**src/rtl/stall_guard_pkg.sv**
```systemverilog
package stall_guard_pkg;

  // Clock-loss gap limit derived from the stall time (at least one tick).
  function automatic int unsigned loss_ticks(input int unsigned stall);
    int unsigned q;
    q = stall / 34;
    return (q < 1) ? 1 : q;
  endfunction

  // Counter width able to hold 0..maxv.
  function automatic int unsigned cnt_width(input int unsigned maxv);
    return (maxv < 2) ? 1 : $clog2(maxv + 1);
  endfunction

endpackage

```
**src/rtl/sgs_tick_counter.sv**
```systemverilog
module sgs_tick_counter #(
  parameter int unsigned MAX = 8
) (
  input  logic clk,
  input  logic rst_n,
  input  logic clr,
  input  logic step,
  output logic full
);
  import stall_guard_pkg::*;

  localparam int unsigned W = cnt_width(MAX);
  localparam logic [W-1:0] LIMIT = W'(MAX);

  logic [W-1:0] count_q;

  always_ff @(posedge clk or negedge rst_n) begin
    if (!rst_n) begin
      count_q <= '0;
    end else if (clr) begin
      count_q <= '0;
    end else if (step && (count_q != LIMIT)) begin
      count_q <= count_q + 1'b1;
    end
  end

  assign full = (count_q == LIMIT);
endmodule

```
**src/rtl/sgs_clock_watch.sv**
```systemverilog
module sgs_clock_watch #(
  parameter int unsigned LOSS = 4
) (
  input  logic clk,
  input  logic rst_n,
  input  logic tick,
  input  logic armed,
  input  logic cmd_edge,
  output logic lost
);
  // Gap counter saturates at LOSS+1; reaching it means "longer than LOSS".
  sgs_tick_counter #(.MAX(LOSS + 1)) u_gap (
    .clk  (clk),
    .rst_n(rst_n),
    .clr  (cmd_edge | ~armed),
    .step (tick),
    .full (lost)
  );
endmodule

```
**src/rtl/sgs_stall_ctrl.sv**
```systemverilog
module sgs_stall_ctrl #(
  parameter int unsigned STALL   = 136,
  parameter int unsigned RELEASE = 3
) (
  input  logic clk,
  input  logic rst_n,
  input  logic tick,
  input  logic armed,
  input  logic drive_req,
  input  logic locked,
  input  logic inhibit,
  output logic set_evt,
  output logic release_evt,
  output logic latched
);
  logic stall_full;
  logic idle_full;
  logic latch_q;

  // Unlocked-time counter: restarts on lock or disarm, frozen while inhibited.
  sgs_tick_counter #(.MAX(STALL)) u_stall_cnt (
    .clk  (clk),
    .rst_n(rst_n),
    .clr  (locked | ~armed),
    .step (tick & ~inhibit),
    .full (stall_full)
  );

  // Stop/brake duration qualifier: runs while the drive request is absent.
  sgs_tick_counter #(.MAX(RELEASE)) u_idle_cnt (
    .clk  (clk),
    .rst_n(rst_n),
    .clr  (drive_req),
    .step (tick),
    .full (idle_full)
  );

  assign set_evt     = stall_full & armed & ~locked;
  assign release_evt = idle_full & drive_req;

  always_ff @(posedge clk or negedge rst_n) begin
    if (!rst_n) begin
      latch_q <= 1'b0;
    end else if (release_evt) begin
      latch_q <= 1'b0;
    end else if (set_evt) begin
      latch_q <= 1'b1;
    end
  end

  assign latched = latch_q;
endmodule

```
**src/rtl/stall_guard_supervisor.sv**
```systemverilog
module stall_guard_supervisor #(
  parameter int unsigned STALL_TICKS   = 3400,
  parameter int unsigned RELEASE_TICKS = 16,
  parameter int unsigned POR_TICKS     = 64
) (
  input  logic clk,
  input  logic rst_n,
  input  logic tick,
  input  logic run_req,
  input  logic brake_req,
  input  logic locked,
  input  logic cmd_edge,
  input  logic thermal_flt,
  input  logic uv_flt,
  output logic lowside_off,
  output logic all_off,
  output logic stall_latched
);
  import stall_guard_pkg::*;

  localparam int unsigned LOSS_TICKS = loss_ticks(STALL_TICKS);

  // Named internal events, visible to the bound checker.
  logic por_done_w;
  logic por_active_w;
  logic drive_req_w;
  logic armed_w;
  logic clk_lost_w;
  logic inhibit_w;
  logic stall_set_w;
  logic release_w;

  sgs_tick_counter #(.MAX(POR_TICKS)) u_por (
    .clk  (clk),
    .rst_n(rst_n),
    .clr  (1'b0),
    .step (tick),
    .full (por_done_w)
  );

  assign por_active_w = ~por_done_w;
  assign drive_req_w  = run_req & ~brake_req;
  assign armed_w      = drive_req_w & por_done_w;

  sgs_clock_watch #(.LOSS(LOSS_TICKS)) u_clk_watch (
    .clk     (clk),
    .rst_n   (rst_n),
    .tick    (tick),
    .armed   (armed_w),
    .cmd_edge(cmd_edge),
    .lost    (clk_lost_w)
  );

  assign inhibit_w = clk_lost_w | thermal_flt | uv_flt;

  sgs_stall_ctrl #(.STALL(STALL_TICKS), .RELEASE(RELEASE_TICKS)) u_stall (
    .clk        (clk),
    .rst_n      (rst_n),
    .tick       (tick),
    .armed      (armed_w),
    .drive_req  (drive_req_w),
    .locked     (locked),
    .inhibit    (inhibit_w),
    .set_evt    (stall_set_w),
    .release_evt(release_w),
    .latched    (stall_latched)
  );

  assign all_off     = por_active_w | uv_flt;
  assign lowside_off = all_off |
                       (armed_w & (stall_latched | clk_lost_w | thermal_flt));
endmodule

```
**config.mk**
```make
export PLATFORM = sky130hd
export DESIGN_NAME = stall_guard_supervisor
export DESIGN_NICKNAME = d
export VERILOG_FILES = /design/src/rtl/stall_guard_pkg.sv /design/src/rtl/sgs_tick_counter.sv /design/src/rtl/sgs_clock_watch.sv /design/src/rtl/sgs_stall_ctrl.sv /design/src/rtl/stall_guard_supervisor.sv
export SDC_FILE = /design/constraint.sdc
export NUM_CORES = 1
export LEC_CHECK = 0
export BUFFER_PORTS_ARGS = -buffer_cell sky130_fd_sc_hd__buf_2
export CORE_UTILIZATION = 55
export CTS_CLUSTER_SIZE = 14
export DETAILED_ROUTE_END_ITERATION = 12
export GPL_ROUTABILITY_DRIVEN = 0
export PLACE_DENSITY = 0.78
export REMOVE_ABC_BUFFERS = 1
export SLEW_MARGIN = 30
export SYNTH_ARGS = -nofsm -noshare
export SYNTH_HDL_FRONTEND = slang
export SYNTH_HIERARCHICAL = 1
export SYNTH_SLANG_ARGS = --single-unit
```
**constraint.sdc**
```tcl
create_clock -name clk -period 7.35 [get_ports clk]
set_input_delay 0.735 -clock clk [delete_from_list [all_inputs] [get_ports clk]]
set_output_delay 0.735 -clock clk [all_outputs]
set_load 0.05 [all_outputs]
```
==> impl_metrics.env, run 1 <==
export IMPL_run_status="complete, no violations"
export IMPL_dpl_cell_area_mm2=0.00203
export IMPL_crit_chain="and4bb_4, and3_1, or3_1, nor2b_1, nand4_1, nor4_1, mux2_2"
export IMPL_row_count=21
export IMPL_drt_iter0_drc=62
export IMPL_core_area_mm2=0.00336
export IMPL_tns_ns=0
export IMPL_cts_root_buf="clkbuf_4"
export IMPL_routed_wl_mm=3.81
export IMPL_dp_hpwl_mm=2.70
export IMPL_setup_viol=0
export IMPL_cp_slowest_cell="dfrtp_1"
export IMPL_synthCells=203
export IMPL_first_pass_iters=4
export IMPL_ctsResizeCount=0
export IMPL_critPathLaunchType="flop"
export IMPL_route_detailed_drc=0
export IMPL_drv_cap=0
export IMPL_syn_area_per_cell_um2=9.54
export IMPL_diodes=0
export IMPL_path_class="reg2reg"
export IMPL_syn2layout_area_growth_pct=7.36
export IMPL_die_w_um=61.3
export IMPL_grt_pass1_vias=1461
export IMPL_dr_total_vias=1558
export IMPL_place_ws_ns=4.47
export IMPL_yosysWarnings=6
export IMPL_num_io_pins=12
export IMPL_cts_tree="yes"
export IMPL_power_total_mw=0.320
export IMPL_viasPerCell=5.92
export IMPL_max_slew_margin=0.524
export IMPL_rsz0062_at_grt="no"
export IMPL_worst_path_largest_cell_delay_ns=0.46
export IMPL_reg2reg_from="u_clk_watch/u_gap/count_q[2]"
export IMPL_endpoint_kind="flop"
export IMPL_path_delay_family="simple AND/OR/NAND/NOR gates"
export IMPL_startpoint="u_clk_watch/u_gap/count_q[2]"
export IMPL_track_usage=0.226
export IMPL_cp_num_buf_inv=0
export IMPL_die_area_mm2=0.00376
export IMPL_nets=234
export IMPL_p_leak_nw=0.828
export IMPL_h_tree_depth=2
export IMPL_min_path_type="in2async"
export IMPL_min_period_over_period=0.398
export IMPL_routedWlPerCell_um=14.5
export IMPL_fin_ws_ns=4.42
export IMPL_antenna_found_initial=0
export IMPL_grt_start_max_net_pins=33
export IMPL_clock_latency_ns=0.34
export IMPL_worst_pin_slew_ns=0.714
export IMPL_cts_buffers=5
export IMPL_die_y_um=61.3
export IMPL_io_buffers=11
export IMPL_clk_path_buf_depth=2
export IMPL_worst_ep_arrival_time_ns=3.15
export IMPL_drive_above_1_share=0.138
export IMPL_clkTransAtPathRegs_ns=0.11
export IMPL_cts_hold_buf=0
export IMPL_cts_sinks=32
export IMPL_timing_hold_violations_final=0
export IMPL_period_minus_slack_ns=2.93
export IMPL_vdd_drop_max_mv=0.116
export IMPL_power_density_mw_per_mm2=154
export IMPL_syn_area_mm2=0.00194
export IMPL_crit_path_max_fanout=9
export IMPL_initial_utilization=0.576
export IMPL_grt_overflow=0
export IMPL_worst_hold_slack_ns=0.438
export IMPL_fin_area_mm2=0.00208
export IMPL_nFillCells=307
export IMPL_fmax_mhz=342
export IMPL_slew_violations=0
export IMPL_grt_pass1_wl_mm=6.18
export IMPL_cts_setup_buffers=0
export IMPL_fin_skew_ns=0.0116
export IMPL_cp_required_ns=7.57
export IMPL_ant_nets=0
## worst paths after layout
kind	endpoint	slack, ns	cells past startpoint
worst max register to register	u_stall/u_stall_cnt/count_q[11]	4.42	7
min in group clk	u_stall/latched	0.57	1
max in group asynchronous	u_clk_watch/u_gap/count_q[1]	6.45	1
worst max-delay path	u_stall/u_stall_cnt/count_q[11]	4.42	7
worst min-delay path	u_stall/u_stall_cnt/count_q[10]	0.44	1
worst min register to register	u_stall/latched	0.57	1
## through the flow
| stage | cells | utilization |
|---|---|---|
| finish | 263 | 0.618 |
| global route | 263 | 0.618 |
| CTS | 263 | 0.618 |
| detailed placement | 256 | 0.603 |
| global placement | 256 | 0.603 |
| floorplan | 199 | - |
## cell usage in the layout, fill, tap and decap left out, types with 2 or more instances in the layout
cell	n
conb_1	3
nand4_1	10
buf_2	11
a311o_1	2
inv_1	9
nor3_1	2
nor4_1	2
mux2_2	3
o21ai_0	11
clkbuf_4	5
nor2_1	12
and3_1	2
and4bb_4	2
nand2_1	14
o31ai_1	2
or4_1	4
or3_1	12
nor2b_1	5
nand2b_1	6
nand4b_1	4
ha_1	8
dfrtp_1	32
a31oi_1	2
nand3b_1	4
xor2_1	7
nand3_1	8
a21oi_1	13
## layout make-up
type | instances | area [µm²] | area share
clock buffer | 5 | 37.5 | 0.0181
clock inverter | 2 | 12.5 | 0.00602
inverter | 9 | 33.8 | 0.0162
multi-input combinational | 158 | 1080 | 0.520
sequential | 32 | 801 | 0.385
tap | 46 | 57.6 | 0.0277
timing repair buffer | 11 | 55.1 | 0.0265
## per-layer routing
layer  global-route usage  vias to the layer above  routed length, µm
met3               0.0546                        4                118
met5                    0                        -                  0
met4                0.102                        0                 21
met1                0.283                      748               1800
met2                0.370                       32               1860
li1                     -                      774                  -
## worst reg2reg max path, cell delays in order, from the launching register on
cell and delay [ns]:
dfrtp_1 0.46, and4bb_4 0.26, and3_1 0.20, or3_1 0.34
nor2b_1 0.44, nand4_1 0.36, nor4_1 0.40, mux2_2 0.37
## flip-flops by register name, indices dropped and copies added, names as in the netlist
register / count
u_por/count_q: 7
u_stall/latched: 1
u_stall/u_idle_cnt/count_q: 5
u_clk_watch/u_gap/count_q: 7
u_stall/u_stall_cnt/count_q: 12
## power by group
group / total, mW / switching (mW) / internal [mW]
logic: 0.0337 / 0.0193 / 0.0143
registers: 0.190 / 0.00769 / 0.182
clock network: 0.0963 / 0.0615 / 0.0348
(Power assumes the default switching activity.)
==> inputs of run 2 (changes only) <==
- CORE_UTILIZATION: 55 -> 54
- PLACE_DENSITY: 0.78 -> 0.8
- clock period: 7.35 -> 2.5 ns (I/O delays scaled with it)
==> run 2 against run 1 <==
  * First-iteration DRC count is 98% higher
  * Global-route usage is 0.30 points higher
  * Die area is 1.8% higher
  * Highest routed layer unchanged
  * Largest cell class unchanged
  * Clock skew is 0.0028 ns higher
  * Sequential cell count stayed put
  * Non-clock buffer count is 11 higher
  * Final cell count is 4.2% higher
  * Fmax is 23% higher
==> impl_metrics.env, run 2 (same netlist as run 1, synthesis figures left out) <==
export IMPL_met3WireLength_um=211
export IMPL_num_io_pins=12
export IMPL_drt_iter0_drc=123
export IMPL_place_ws_ns=0.0872
export IMPL_dpl_cell_area_mm2=0.00208
export IMPL_diodes=0
export IMPL_ff2ff_setup_slack_ns=0.12
export IMPL_r2r_end="u_stall/u_stall_cnt/count_q[11]"
export IMPL_run_status="complete, no violations"
export IMPL_route_detailed_drc=0
export IMPL_row_count=21
export IMPL_viasPerCell=5.93
export IMPL_largest_reg_flops=12
export IMPL_final_cell_mix="dfrtp_1 (32), nand2_1 (14), a21oi_1 (13), nor2_1 (12)"
export IMPL_worst_pin_slew_ns=0.713
export IMPL_routedWlPerCell_um=14.6
export IMPL_max_slew_margin=0.525
export IMPL_grt_overflow=0
export IMPL_drive_above_1_share=0.189
export IMPL_slew_violations=0
export IMPL_cp_required_ns=2.73
export IMPL_nets=245
export IMPL_io_buffers=11
export IMPL_antenna_found_initial=0
export IMPL_reg_largest_list="u_stall/u_stall_cnt/count_q: 12 flops, u_clk_watch/u_gap/count_q: 7 flops, u_por/count_q: 7 flops"
export IMPL_vdd_drop_max_mv=0.352
export IMPL_timing_hold_violations_final=0
export IMPL_ant_nets=0
export IMPL_die_y_um=61.9
export IMPL_reg2reg_from="u_clk_watch/u_gap/count_q[1]"
export IMPL_power_total_mw=0.939
export IMPL_nFillCells=272
export IMPL_hp_start="brake_req"
export IMPL_dp_hpwl_mm=2.70
export IMPL_h_tree_depth=2
export IMPL_largest_register="u_stall/u_stall_cnt/count_q"
export IMPL_clkTransAtPathRegs_ns=0.10
export IMPL_cts_tree="yes"
export IMPL_die_area_mm2=0.00383
export IMPL_initial_utilization=0.571
export IMPL_grt_start_max_net_pins=33
export IMPL_fin_ws_ns=0.121
export IMPL_power_density_mw_per_mm2=430
export IMPL_cts_root_buf="clkbuf_4"
export IMPL_highest_layer="met4"
export IMPL_core_area_mm2=0.00339
export IMPL_routed_wl_mm=4.01
export IMPL_cts_sinks=32
export IMPL_endpoint_kind="flop"
export IMPL_critPathLaunchType="flop"
export IMPL_min_path_type="in2reg"
export IMPL_fin_area_mm2=0.00218
export IMPL_die_w_um=61.9
export IMPL_worst_r2r_cell_count=8
export IMPL_period_minus_slack_ns=2.38
export IMPL_fmax_mhz=420
export IMPL_path_class="reg2reg"
export IMPL_drv_cap=0
export IMPL_clk_path_buf_depth=2
export IMPL_crit_path_max_fanout=6
export IMPL_clock_latency_ns=0.34
export IMPL_wirelength_met1_mm=1.81
export IMPL_setup_viol=0
export IMPL_min_period_over_period=0.952
export IMPL_track_usage=0.229
export IMPL_fin_skew_ns=0.0143
export IMPL_worst_ep_arrival_time_ns=2.61
export IMPL_syn2layout_area_growth_pct=12.7
export IMPL_cts_buffers=5
export IMPL_final_common_cell="dfrtp_1"
export IMPL_p_leak_nw=0.890
export IMPL_dr_wl_met2_mm=1.92
export IMPL_hold_path_endpoint="u_stall/u_idle_cnt/count_q[4]"
export IMPL_grt_pass1_vias=1380
export IMPL_first_pass_iters=4
export IMPL_dr_total_vias=1625
export IMPL_grt_pass1_wl_mm=6.27
export IMPL_hold_path_depth=4
## run 2: worst max path at each step
stage	to	startpoint	depth (start not counted)	slack [ns]
after floorplan	u_stall/u_stall_cnt/count_q[11]	u_clk_watch/u_gap/count_q[2]	7	-0.07
after global placement	u_stall/u_stall_cnt/count_q[11]	u_clk_watch/u_gap/count_q[1]	8	0.16
after detailed placement	u_stall/u_stall_cnt/count_q[11]	u_clk_watch/u_gap/count_q[1]	8	0.09
after CTS	u_stall/u_stall_cnt/count_q[11]	u_clk_watch/u_gap/count_q[1]	8	0.05
after global routing	u_stall/u_stall_cnt/count_q[11]	u_clk_watch/u_gap/count_q[1]	8	-0.01
final	u_stall/u_stall_cnt/count_q[11]	u_clk_watch/u_gap/count_q[1]	8	0.12
## run 2: worst max-delay path, cell delays in order (launching register included)
cell	delay, ns
dfrtp_1	0.39
inv_1	0.08
ha_2	0.21
and3_1	0.17
or3_4	0.38
nor2b_4	0.12
nand4_1	0.23
nor4_2	0.34
mux2_2	0.36
## run 2: report_power, final
| part | internal (mW) | switching [mW] | total (mW) |
|---|---|---|---|
| clock network | 0.103 | 0.175 | 0.278 |
| logic | 0.0461 | 0.0573 | 0.103 |
| registers | 0.536 | 0.0217 | 0.558 |
| total | 0.686 | 0.254 | 0.939 |
## run 2: area by class of cell
| cell class | instances | area, µm² | share of cell area |
|---|---|---|---|
| Tap cell | 46 | 57.6 | 0.0264 |
| Clock inverter | 1 | 5.00 | 0.00229 |
| Timing Repair Buffer | 22 | 140 | 0.0642 |
| Sequential cell | 32 | 801 | 0.367 |
| Multi-Input combinational cell | 158 | 1100 | 0.506 |
| Clock buffer | 6 | 41.3 | 0.0189 |
| Inverter | 9 | 33.8 | 0.0155 |
## run 2: stage by stage
stage          setup TNS (ns)  utilization  std cells  hold slack, ns
2_1_floorplan         -0.0966            -        199         -0.0456
3_5_place_dp                0        0.614        263           0.348
3_3_place_gp                0        0.614        263           0.352
5_1_grt               -0.0122        0.644        274           0.324
6_report                    0        0.644        274           0.316
4_1_cts                     0        0.631        271           0.305
## run 2: what timing repair did
| action | 4_1_cts | 5_1_grt |
|---|---|---|
| gates resized for setup | 0 | 5 |
| hold endpoints to repair | 32 | 0 |
| setup buffers | 0 | 3 |
| setup endpoints to repair | 0 | 5 |
| hold buffers | 1 | 0 |
## run 2: routing by layer
metal | GRT usage | vias to the layer above
li1 | - | 793
met1 | 0.290 | 771
met2 | 0.363 | 53
met3 | 0.0704 | 8
met4 | 0.0952 | 0
met5 | 0 | -
==> inputs of run 3 (changes only) <==
- CORE_UTILIZATION: 54 -> 50
- GPL_TIMING_DRIVEN: unset -> 0
- PLACE_DENSITY: 0.8 -> 0.75
==> run 3 against run 2 <==
  * Fmax shrank 1.0%
  * Register-to-register slack got worse by 0.02 ns
  * Sequential power about the same
  * Worst hold slack got worse by 0.30 ns
  * Largest power group unchanged
  * Critical path depth stayed put
  * Combinational power is 5% lower
  * Die area rose by 7.7%
  * Final cell count is 0.36% lower
  * Clock-buffer cell count rose by 2
  * Wire length shrank 4.8%
  * Cell area grew 1.8%
==> impl_metrics.env, run 3 (same netlist as run 1, synthesis figures left out) <==
export IMPL_die_y_um=64.2
export IMPL_tns_ns=0
export IMPL_io_buffers=11
export IMPL_endpoint_kind="flop"
export IMPL_reg_largest_list="u_stall/u_stall_cnt/count_q: 12 flops, u_clk_watch/u_gap/count_q: 7 flops, u_por/count_q: 7 flops"
export IMPL_max_slew_margin=0.525
export IMPL_largest_reg_flops=12
export IMPL_cp_required_ns=2.67
export IMPL_place_ws_ns=-0.562
export IMPL_grt_pass1_vias=1575
export IMPL_setup_viol=0
export IMPL_grt_pass1_wl_mm=6.82
export IMPL_worst_r2r_cell_count=8
export IMPL_cts_buffers=5
export IMPL_h_tree_depth=2
export IMPL_clock_latency_ns=0.28
export IMPL_first_pass_iters=4
export IMPL_die_w_um=64.2
export IMPL_ant_nets=0
export IMPL_drv_cap=0
export IMPL_worst_ep_arrival_time_ns=2.57
export IMPL_viasPerCell=5.78
export IMPL_nets=241
export IMPL_dr_total_vias=1577
export IMPL_drive_above_1_share=0.209
export IMPL_antenna_found_initial=0
export IMPL_grt_start_max_net_pins=33
export IMPL_fin_skew_ns=0.00475
export IMPL_cts_hold_buf=0
export IMPL_final_common_cell="dfrtp_1"
export IMPL_drt_iter0_drc=45
export IMPL_run_status="complete, no violations"
export IMPL_largest_register="u_stall/u_stall_cnt/count_q"
export IMPL_clk_path_buf_depth=2
export IMPL_row_count=22
export IMPL_die_area_mm2=0.00413
export IMPL_grt_overflow=0
export IMPL_period_minus_slack_ns=2.40
export IMPL_critPathLaunchType="flop"
export IMPL_routedWlPerCell_um=14.0
export IMPL_routed_wl_mm=3.82
export IMPL_min_path_type="in2async"
export IMPL_core_area_mm2=0.00369
export IMPL_slew_violations=0
export IMPL_worst_pin_slew_ns=0.712
export IMPL_worst_hold_slack_ns=0.0137
export IMPL_diodes=0
export IMPL_syn2layout_area_growth_pct=14.7
export IMPL_route_detailed_drc=0
export IMPL_crit_path_max_fanout=5
export IMPL_track_usage=0.216
export IMPL_min_period_over_period=0.961
export IMPL_dp_hpwl_mm=2.59
export IMPL_num_io_pins=12
export IMPL_vdd_drop_max_mv=0.298
export IMPL_cts_root_buf="clkbuf_8"
export IMPL_cts_sinks=32
export IMPL_clkTransAtPathRegs_ns=0.07
export IMPL_initial_utilization=0.525
export IMPL_p_leak_nw=0.886
export IMPL_power_density_mw_per_mm2=480
export IMPL_path_class="reg2reg"
export IMPL_fmax_mhz=416
export IMPL_timing_hold_violations_final=0
export IMPL_cts_tree="yes"
export IMPL_fin_ws_ns=0.0963
export IMPL_final_cell_mix="dfrtp_1 (30), nand2_1 (14), nor2_1 (12)"
-- run 3: per-stage QoR --
stage,std cells,cell area (µm²),total power [mW],utilization
global placement,258,2030,0.658,0.551
global route,273,2220,1.12,0.602
floorplan,199,1920,0.624,-
detailed placement,258,2030,0.662,0.551
CTS,269,2160,1.08,0.585
finish,273,2220,1.07,0.602
-- run 3: final cells by class --
type                       instances  area (µm²)
fill                             325        1470
multi-input combinational        158        1130
sequential                        32         803
timing repair buffer              18         108
clock buffer                       8        90.1
tap                               48        60.1
inverter                           9        33.8
-- run 3: final timing paths --
check,from,slack [ns],to
hold reg to reg,u_stall/u_idle_cnt/count_q[4],0.56,u_stall/u_idle_cnt/count_q[4]
max in group asynchronous,rst_n,1.99,u_clk_watch/u_gap/count_q[2]
setup / recovery,u_clk_watch/u_gap/count_q[2],0.1,u_stall/u_stall_cnt/count_q[11]
setup reg to reg,u_clk_watch/u_gap/count_q[2],0.1,u_stall/u_stall_cnt/count_q[11]
hold / removal,rst_n,0.01,u_clk_watch/u_gap/count_q[6]
min in group clk,brake_req,0.34,u_stall/u_idle_cnt/count_q[3]
-- run 3: critical path, stage by stage (launching register included) --
cell      delay [ns]
dfrtp_2         0.43
and4bb_4        0.23
and3_4          0.19
or3_4           0.38
nor2b_4         0.12
nand4_1         0.15
buf_4           0.18
nor4_2          0.24
mux2_2          0.36
-- run 3: power breakdown --
| group | internal (mW) | switching [mW] |
|---|---|---|
| Combinational | 0.0440 | 0.0541 |
| Sequential | 0.537 | 0.0205 |
| Clock | 0.224 | 0.186 |
-- run 3: repair_timing --
action,in CTS,in global routing
setup buffers,3,4
pin swaps,1,1
endpoints found under the setup margin,8,4
gates resized for setup,5,8
-- run 3: metal layers --
| layer | track usage | vias to the layer above | wire length [µm] |
|---|---|---|---|
| li1 | - | 789 | - |
| met1 | 0.266 | 766 | 1820 |
| met2 | 0.358 | 17 | 1840 |
| met3 | 0.0554 | 5 | 93 |
| met4 | 0.0917 | 0 | 66 |
| met5 | 0 | - | 0 |
